--- config.mk ---
export PLATFORM = sky130hd
export DESIGN_NAME = apb_uart_regs
export DESIGN_NICKNAME = d
export VERILOG_FILES = /design/src/rtl/apb_uart_regs.sv
export SDC_FILE = /design/constraint.sdc
export NUM_CORES = 1
export LEC_CHECK = 0
export BUFFER_PORTS_ARGS = -buffer_cell sky130_fd_sc_hd__buf_2
export CORE_UTILIZATION = 43
export DETAILED_ROUTE_END_ITERATION = 8
export PLACE_DENSITY = 0.77
export RECOVER_POWER = 100
export SLEW_MARGIN = 15
export SYNTH_ARGS = -nofsm -noshare
export SYNTH_HDL_FRONTEND = slang
export SYNTH_SLANG_ARGS = --single-unit
export TNS_END_PERCENT = 20
--- constraint.sdc ---
create_clock -name clk -period 2.64 [get_ports clk]
set_input_delay 0.66 -clock clk [delete_from_list [all_inputs] [get_ports clk]]
set_output_delay 0.66 -clock clk [all_outputs]
set_load 0.005 [all_outputs]
--- src/rtl/apb_uart_regs.sv ---
module apb_uart_regs #(
  parameter int ADDR_W = 12,
  parameter int LVL_W  = 5
) (
  input  logic              clk,
  input  logic              rst_n,
  input  logic              psel,
  input  logic              penable,
  input  logic              pwrite,
  input  logic [ADDR_W-1:0] paddr,
  input  logic [31:0]       pwdata,
  output logic [31:0]       prdata,
  output logic              pready,
  output logic              pslverr,
  input  logic [LVL_W-1:0]  rx_level,
  input  logic [7:0]        rx_data,
  input  logic              rx_perr,
  input  logic              rx_timeout,
  input  logic              line_err,
  output logic              rx_pop,
  input  logic              tx_empty,
  input  logic              tx_idle,
  output logic              tx_push,
  output logic [7:0]        tx_data,
  output logic              fifo_en,
  output logic              rx_clr,
  output logic              tx_clr,
  output logic [1:0]        data_bits,
  output logic              two_stop,
  output logic              parity_en,
  output logic [15:0]       divisor,
  output logic              irq
);
  localparam int IDX_W = 3;

  logic [7:0] lcr, div_lo, div_hi;
  logic [2:0] ier;
  logic [1:0] trig_sel;
  logic [IDX_W-1:0] idx;
  logic acc, wr, rd, dlab, rx_valid, rx_trig;
  logic src_err, src_rx, src_to, src_tx;
  logic [2:0] iid;
  logic [7:0] rbyte;
  int unsigned trig_lvl;

  assign idx     = paddr[4:2];
  assign acc     = psel && penable;
  assign wr      = acc && pwrite;
  assign rd      = acc && !pwrite;
  assign dlab    = lcr[7];
  assign pready  = 1'b1;
  assign pslverr = 1'b0;

  assign rx_valid = rx_level != '0;
  assign rx_pop   = rd && idx == 3'd0 && !dlab && rx_valid;
  assign tx_push  = wr && idx == 3'd0 && !dlab;
  assign tx_data  = pwdata[7:0];

  assign data_bits = lcr[1:0];
  assign two_stop  = lcr[2];
  assign parity_en = lcr[3];
  assign divisor   = {div_hi, div_lo};

  always_ff @(posedge clk or negedge rst_n) begin
    if (!rst_n) begin
      lcr      <= 8'h03;
      ier      <= '0;
      div_lo   <= 8'h01;
      div_hi   <= 8'h00;
      fifo_en  <= 1'b1;
      trig_sel <= 2'b00;
      rx_clr   <= 1'b0;
      tx_clr   <= 1'b0;
    end else begin
      rx_clr <= 1'b0;
      tx_clr <= 1'b0;
      if (wr) begin
        case (idx)
          3'd0: if (dlab) div_lo <= pwdata[7:0];
          3'd1: if (dlab) div_hi <= pwdata[7:0]; else ier <= pwdata[2:0];
          3'd2: begin
            fifo_en  <= pwdata[0];
            rx_clr   <= pwdata[1];
            tx_clr   <= pwdata[2];
            trig_sel <= pwdata[7:6];
          end
          3'd3: lcr <= pwdata[7:0];
          default: ;
        endcase
      end
    end
  end

  always_comb begin
    case (trig_sel)
      2'b00:   trig_lvl = 1;
      2'b01:   trig_lvl = 4;
      2'b10:   trig_lvl = 8;
      default: trig_lvl = 14;
    endcase
  end

  assign rx_trig = fifo_en ? (32'(rx_level) >= trig_lvl) : rx_valid;
  assign src_err = ier[2] && line_err;
  assign src_rx  = ier[0] && rx_trig;
  assign src_to  = ier[0] && rx_timeout;
  assign src_tx  = ier[1] && tx_empty;
  assign irq     = src_err || src_rx || src_to || src_tx;

  always_comb begin
    if (src_err)     iid = 3'b011;
    else if (src_rx) iid = 3'b010;
    else if (src_to) iid = 3'b110;
    else if (src_tx) iid = 3'b001;
    else             iid = 3'b000;
  end

  always_comb begin
    case (idx)
      3'd0:    rbyte = dlab ? div_lo : rx_data;
      3'd1:    rbyte = dlab ? div_hi : {5'b0, ier};
      3'd2:    rbyte = {fifo_en, fifo_en, 2'b00, iid, ~irq};
      3'd3:    rbyte = lcr;
      3'd5:    rbyte = {1'b0, tx_empty && tx_idle, tx_empty, 2'b00,
                        rx_perr && rx_valid, 1'b0, rx_valid};
      default: rbyte = 8'h00;
    endcase
  end
  assign prdata = {24'h0, rbyte};

  logic unused_bits;
  assign unused_bits = ^{pwdata[31:8], paddr[1:0], paddr[ADDR_W-1:5], pwdata[5:3]};

  p_pop_valid_r2: assert property (@(posedge clk) disable iff (!rst_n)
    rx_pop |-> rx_level != '0);
  p_push_dlab_r3: assert property (@(posedge clk) disable iff (!rst_n)
    tx_push |-> !lcr[7]);
  p_div_hold_r3: assert property (@(posedge clk) disable iff (!rst_n)
    !(psel && penable && pwrite) |=> $stable(divisor));
  p_clr_pulse_r5: assert property (@(posedge clk) disable iff (!rst_n)
    (rx_clr || tx_clr) |=> !(rx_clr || tx_clr));
  p_irq_mask_r9: assert property (@(posedge clk) disable iff (!rst_n)
    (ier == 3'b000) |-> !irq);
  p_idle_flag_r8: assert property (@(posedge clk) disable iff (!rst_n)
    (!tx_empty && rd && idx == 3'd5) |-> prdata[6:5] == 2'b00);
endmodule

Yosys cells after proc, flatten, opt, wreduce, memory -nomap -nowiden
Cells that the tools add are included.
Widths: inputs -> output; s select.
{"block": "op_classes", "order_cmp": 1, "n_mux": 13, "n_eq_ne": 6, "n_reduce_logical": 27, "n_bitwise": 2}
{"cell": "$pmux 8 s5", "n": 1}
{"cell": "$ge 5x32->1", "n": 1}
{"cell": "$mux 8", "n": 2}
{"cell": "$logic_and 1x1->1", "n": 14}
{"cell": "$pmux 4 s3", "n": 1}
{"cell": "$mux 3", "n": 3}
{"cell": "$reduce_and 3->1", "n": 3}
{"cell": "$eq 3x2->1 const B", "n": 2}
{"cell": "$mux 1", "n": 6}
{"cell": "$reduce_bool 5->1", "n": 1}
{"cell": "$reduce_and 2->1", "n": 2}
{"cell": "$eq 3x1->1 const B", "n": 1}
{"cell": "$eq 3x3->1 const B", "n": 1}
{"cell": "$logic_not 3->1", "n": 1}
{"cell": "$logic_or 1x1->1", "n": 3}
{"cell": "$eq 2x1->1 const B", "n": 1}
{"cell": "$eq 2x2->1 const B", "n": 1}
{"cell": "$logic_not 1->1", "n": 2}
{"cell": "$logic_not 2->1", "n": 1}
{"cell": "$not 1->1", "n": 2}
{"block": "totals", "wordCells": 57, "register_bits": 32, "in_bits": 67}

Longest topological paths before layout
{"block": "depth", "ltp_word": 10, "depth_mapped": 6}

Least setup slack after synthesis
No wires, ideal clock.
{"block": "synth_path", "path_type": "input -> output", "startpoint": "input paddr[2]", "endpoint": "output prdata[3]", "t_arrival_ns": 1.840, "slack_ns": 0.140, "cell_stages": 5, "cell_sequence": "buf_2 > clkbuf_1 > mux2_2 > a222oi_1 > o21ai_1"}
{"block": "synth_via", "elab_chain_cells": 2, "elab_cells_between_ends": 6, "cone_classes": "eq/ne (4); mux (1); reduce/logical (1)"}
{"item": "start, declared", "line_no": "10", "text": "input logic [ADDR_W-1:0] paddr,"}
{"item": "$eq 3x3->1 (tied with other cells)", "line_no": "119", "text": "case (idx)"}
{"item": "$pmux 8 s5 (*)", "line_no": "119"}
{"item": "end, declared", "line_no": "12", "text": "output logic [31:0] prdata,"}
Mark *: on every way between the ends. The rest lies on a longest branch, timed or not.

Worst setup path in the final report
{"block": "layout_path", "startpoint": "input rx_data[0]", "endpoint": "output prdata[0]"}
{"block": "layout_via", "elab_chain_cells": 2}
{"item": "start, declared", "line_no": "16", "text": "input logic [7:0] rx_data,"}
{"item": "$mux 8", "line_no": "120", "text": "3'd0: rbyte = dlab ? div_lo : rx_data;"}
{"item": "$pmux 8 s5", "line_no": "119"}
No other way between the ends.

==> run metrics <==
CTS tree=yes; cts bufs inserted=5; commonest non-fill, non-tap cells in the layout=buf_2, dfrtp_1, conb_1; status=finished with violations; Final Hold Fails=0; Top cell by count, worst path=buf_2; Clock power frac=0.298; drc violations=0; worst hold margin=502 ps; clock slew at reported path FFs=60 ps; Die Width=71.6 um; first-pass GRT wire length=7580 um; Synth-to-Final Area Change=17.7%; Required @ worst endpoint=1980 ps; CP arrival=1950 ps; Yosys top cell by area=dfrtp_1; routability cong.=0.896; violated checks=max-capacitance violations, max-slew violations; most common cell after layout, fill and taps aside=buf_2; critical path type=in -> out; CP top delay family=multiplexers; DR WL/cell=15.3 um; Worst R2R Path Depth=4; NetSw=0.000405 W; Final Critical Period=2610 ps; kind of end point of the critical path=output port; Avg Inst Size Synth=10.6 um^2; Post-Layout Cell Count=324; internal power=0.000974 W; Seq cells post-synth=32; Detailed Route WL=4970 um; Clock Skews=3.47 ps; hold buffer count at CTS=0; worst IR drop on VDD=0.414 mV; Comb pwr share=0.256; Final ANT Viol Nets=0; Max Cap Viol=1; Slew Limit Headroom=-0.143; Worst R2R End=div_lo[7]; Async SR Flop Fraction=1.00; RSZ-0062 raised after global routing=yes; hpwl dp=3720 um; Critical Path Fanout Max=1; cell count along the critical path=6; Die Area=0.00512 mm^2; Starting Density=0.462; achievable clock frequency=0.384 GHz; CP Launch Type=input pin; via/cell ratio=5.27; Post-DP Area=0.00239 mm^2; design area=0.00245 mm^2; Setup crit start=rx_data[0]; Total GRT Usage=0.192; post-synth top area share=0.337; clock buffer depth=2; Std-Cell Rows=24; # IOs=135; worst reg2reg setup slack=590 ps; Yosys warning count=0; CP max stage cell=mux4_2; vias in the first global route=1,514; Reg-to-Reg Start=lcr[7]; Power Density=563 mW/mm^2; crit-path cells=buf_2, mux4_2, nor3b_1, a221o_1, a31o_1, buf_2; Die Ht=71.6 um; sequential share of the synthesized area=0.387; # H-tree levels=2; Worst Setup EP=prdata[0]; drt first-iter violations=53; cell count after synthesis=196; initial antenna violation count=0; GRT overflow=0; synth top area cells=dfrtp_1, buf_4, mux2_2; Placed Cells=316; diode count=0; core footprint=0.00450 mm^2; final setup violation count=0; Yosys cell types=48; largest net degree at the start of global routing=33; Tightest Pin Transition=1710 ps; IO Port Bufs=75; Final period util=0.987; Synth Cell Area=0.00208 mm^2; max incr delay on CP=460 ps; clock root buffer master=clkbuf_8; later-pin clock latency in the skew report=280 ps; WP buf/inv=2; fraction of layout cells with a size suffix above 1=0.357; Final Max Slew Viols=33; Synth Flop Type=dfrtp_1; Pre-antenna DRT Iters=4; Final nets=342; vias=1,706; Post-synth EDFFs=0; Sw Share=0.294; clock net sink count=32; Static Leak=1.25 nW; hold crit path type=reg -> reg; Flop pwr share=0.446
synth_stat cells, types with 2 or more instances:
cell      count
a21oi_1       2
a221o_1       2
a222oi_1      2
a32oi_1       2
and2_1        2
buf_2         3
buf_4        36
clkbuf_1      2
conb_1        2
dfrtp_1      28
dfstp_2       4
ha_1          4
inv_1         4
mux2_1       12
mux2_2       20
mux2i_1       6
nand2_1      15
nand3_1       2
nand4_1       2
nor2_1        7
nor2_4        2
nor3_1        3
nor3_2        2
nor3b_1       2
o21ai_0       4
o22ai_1       3
or2_2         2
power groups by stage:
stage / logic, W / registers [W] / clock network (W)
after floorplan: 0.000244 / 0.000611 / 0
after global placement: 0.000336 / 0.000623 / 0
after detailed placement: 0.000345 / 0.000625 / 0
after CTS: 0.000354 / 0.000618 / 0.000414
after global routing: 0.000391 / 0.000622 / 0.000429
final: 0.000353 / 0.000614 / 0.000411
area by class of cell:
class                           instances  area [um^2]
Multi-Input combinational cell        142         1050
Fill cell                             424         2050
Tap cell                               52         65.1
Sequential cell                        32          806
Inverter                                4         15.0
Timing Repair Buffer                   86          413
Clock buffer                            8          100
layer usage:
layer / global-route usage / vias to the layer above / routed length [um]
met3: 0.0323 / 3 / 331
met5: 0 / - / 0
li1: - / 794 / -
met1: 0.269 / 817 / 2260
met2: 0.317 / 92 / 2350
met4: 0.0392 / 0 / 25
stage by stage:
stage / worst slack, ps / total power (W) / utilization / TNS [ps]
finish: 33.5 / 0.00138 / 0.544 / 0
global route: -9.32 / 0.00144 / 0.544 / -15.0
CTS: 21.2 / 0.00139 / 0.555 / 0
detailed placement: -110 / 0.000971 / 0.531 / -217
global placement: -125 / 0.000959 / 0.531 / -215
floorplan: 140 / 0.000855 / - / 0
cells by family (layout without fill, tap and decap cells):
group           Yosys count  count (layout)  share of synthesized area
simple gates             47              47                      0.127
buf+inv                  46              98                      0.153
mux                      39              39                      0.213
flops                    32              32                      0.387
compound gates           26              26                     0.0926
fa+ha+maj                 4               4                     0.0240
other cells               2              26                    0.00361
state kept, by name, indices dropped and copies added (netlist names):
signal / cells
ier: 3
div_hi: 8
fifo_en: 1
lcr: 8
div_lo: 8
tx_clr: 1
trig_sel: 2
rx_clr: 1
worst min-delay path by stage:
stage | from | to | depth (start not counted)
after global routing | div_lo[1] | div_lo[1] | 1
after floorplan | rst_n | div_hi[0] | 0
after CTS | rst_n | lcr[2] | 1
after detailed placement | div_lo[1] | div_lo[1] | 1
final | div_lo[1] | div_lo[1] | 1
after global placement | div_lo[1] | div_lo[1] | 1
worst register-to-register path, delay by kind of cell, from the launching register on:
family        cells  cell delay (ps)
mux               1              400
buf+inv           1              250
simple gates      2              920
flops             1              370
timing repair:
item	CTS	global route
resized for setup	3	3
pin swaps	1	3
buffers inserted	1	0
cloned	0	0
setup endpoints to repair	3	3
Note: power is estimated with default switching activity, not from simulation.
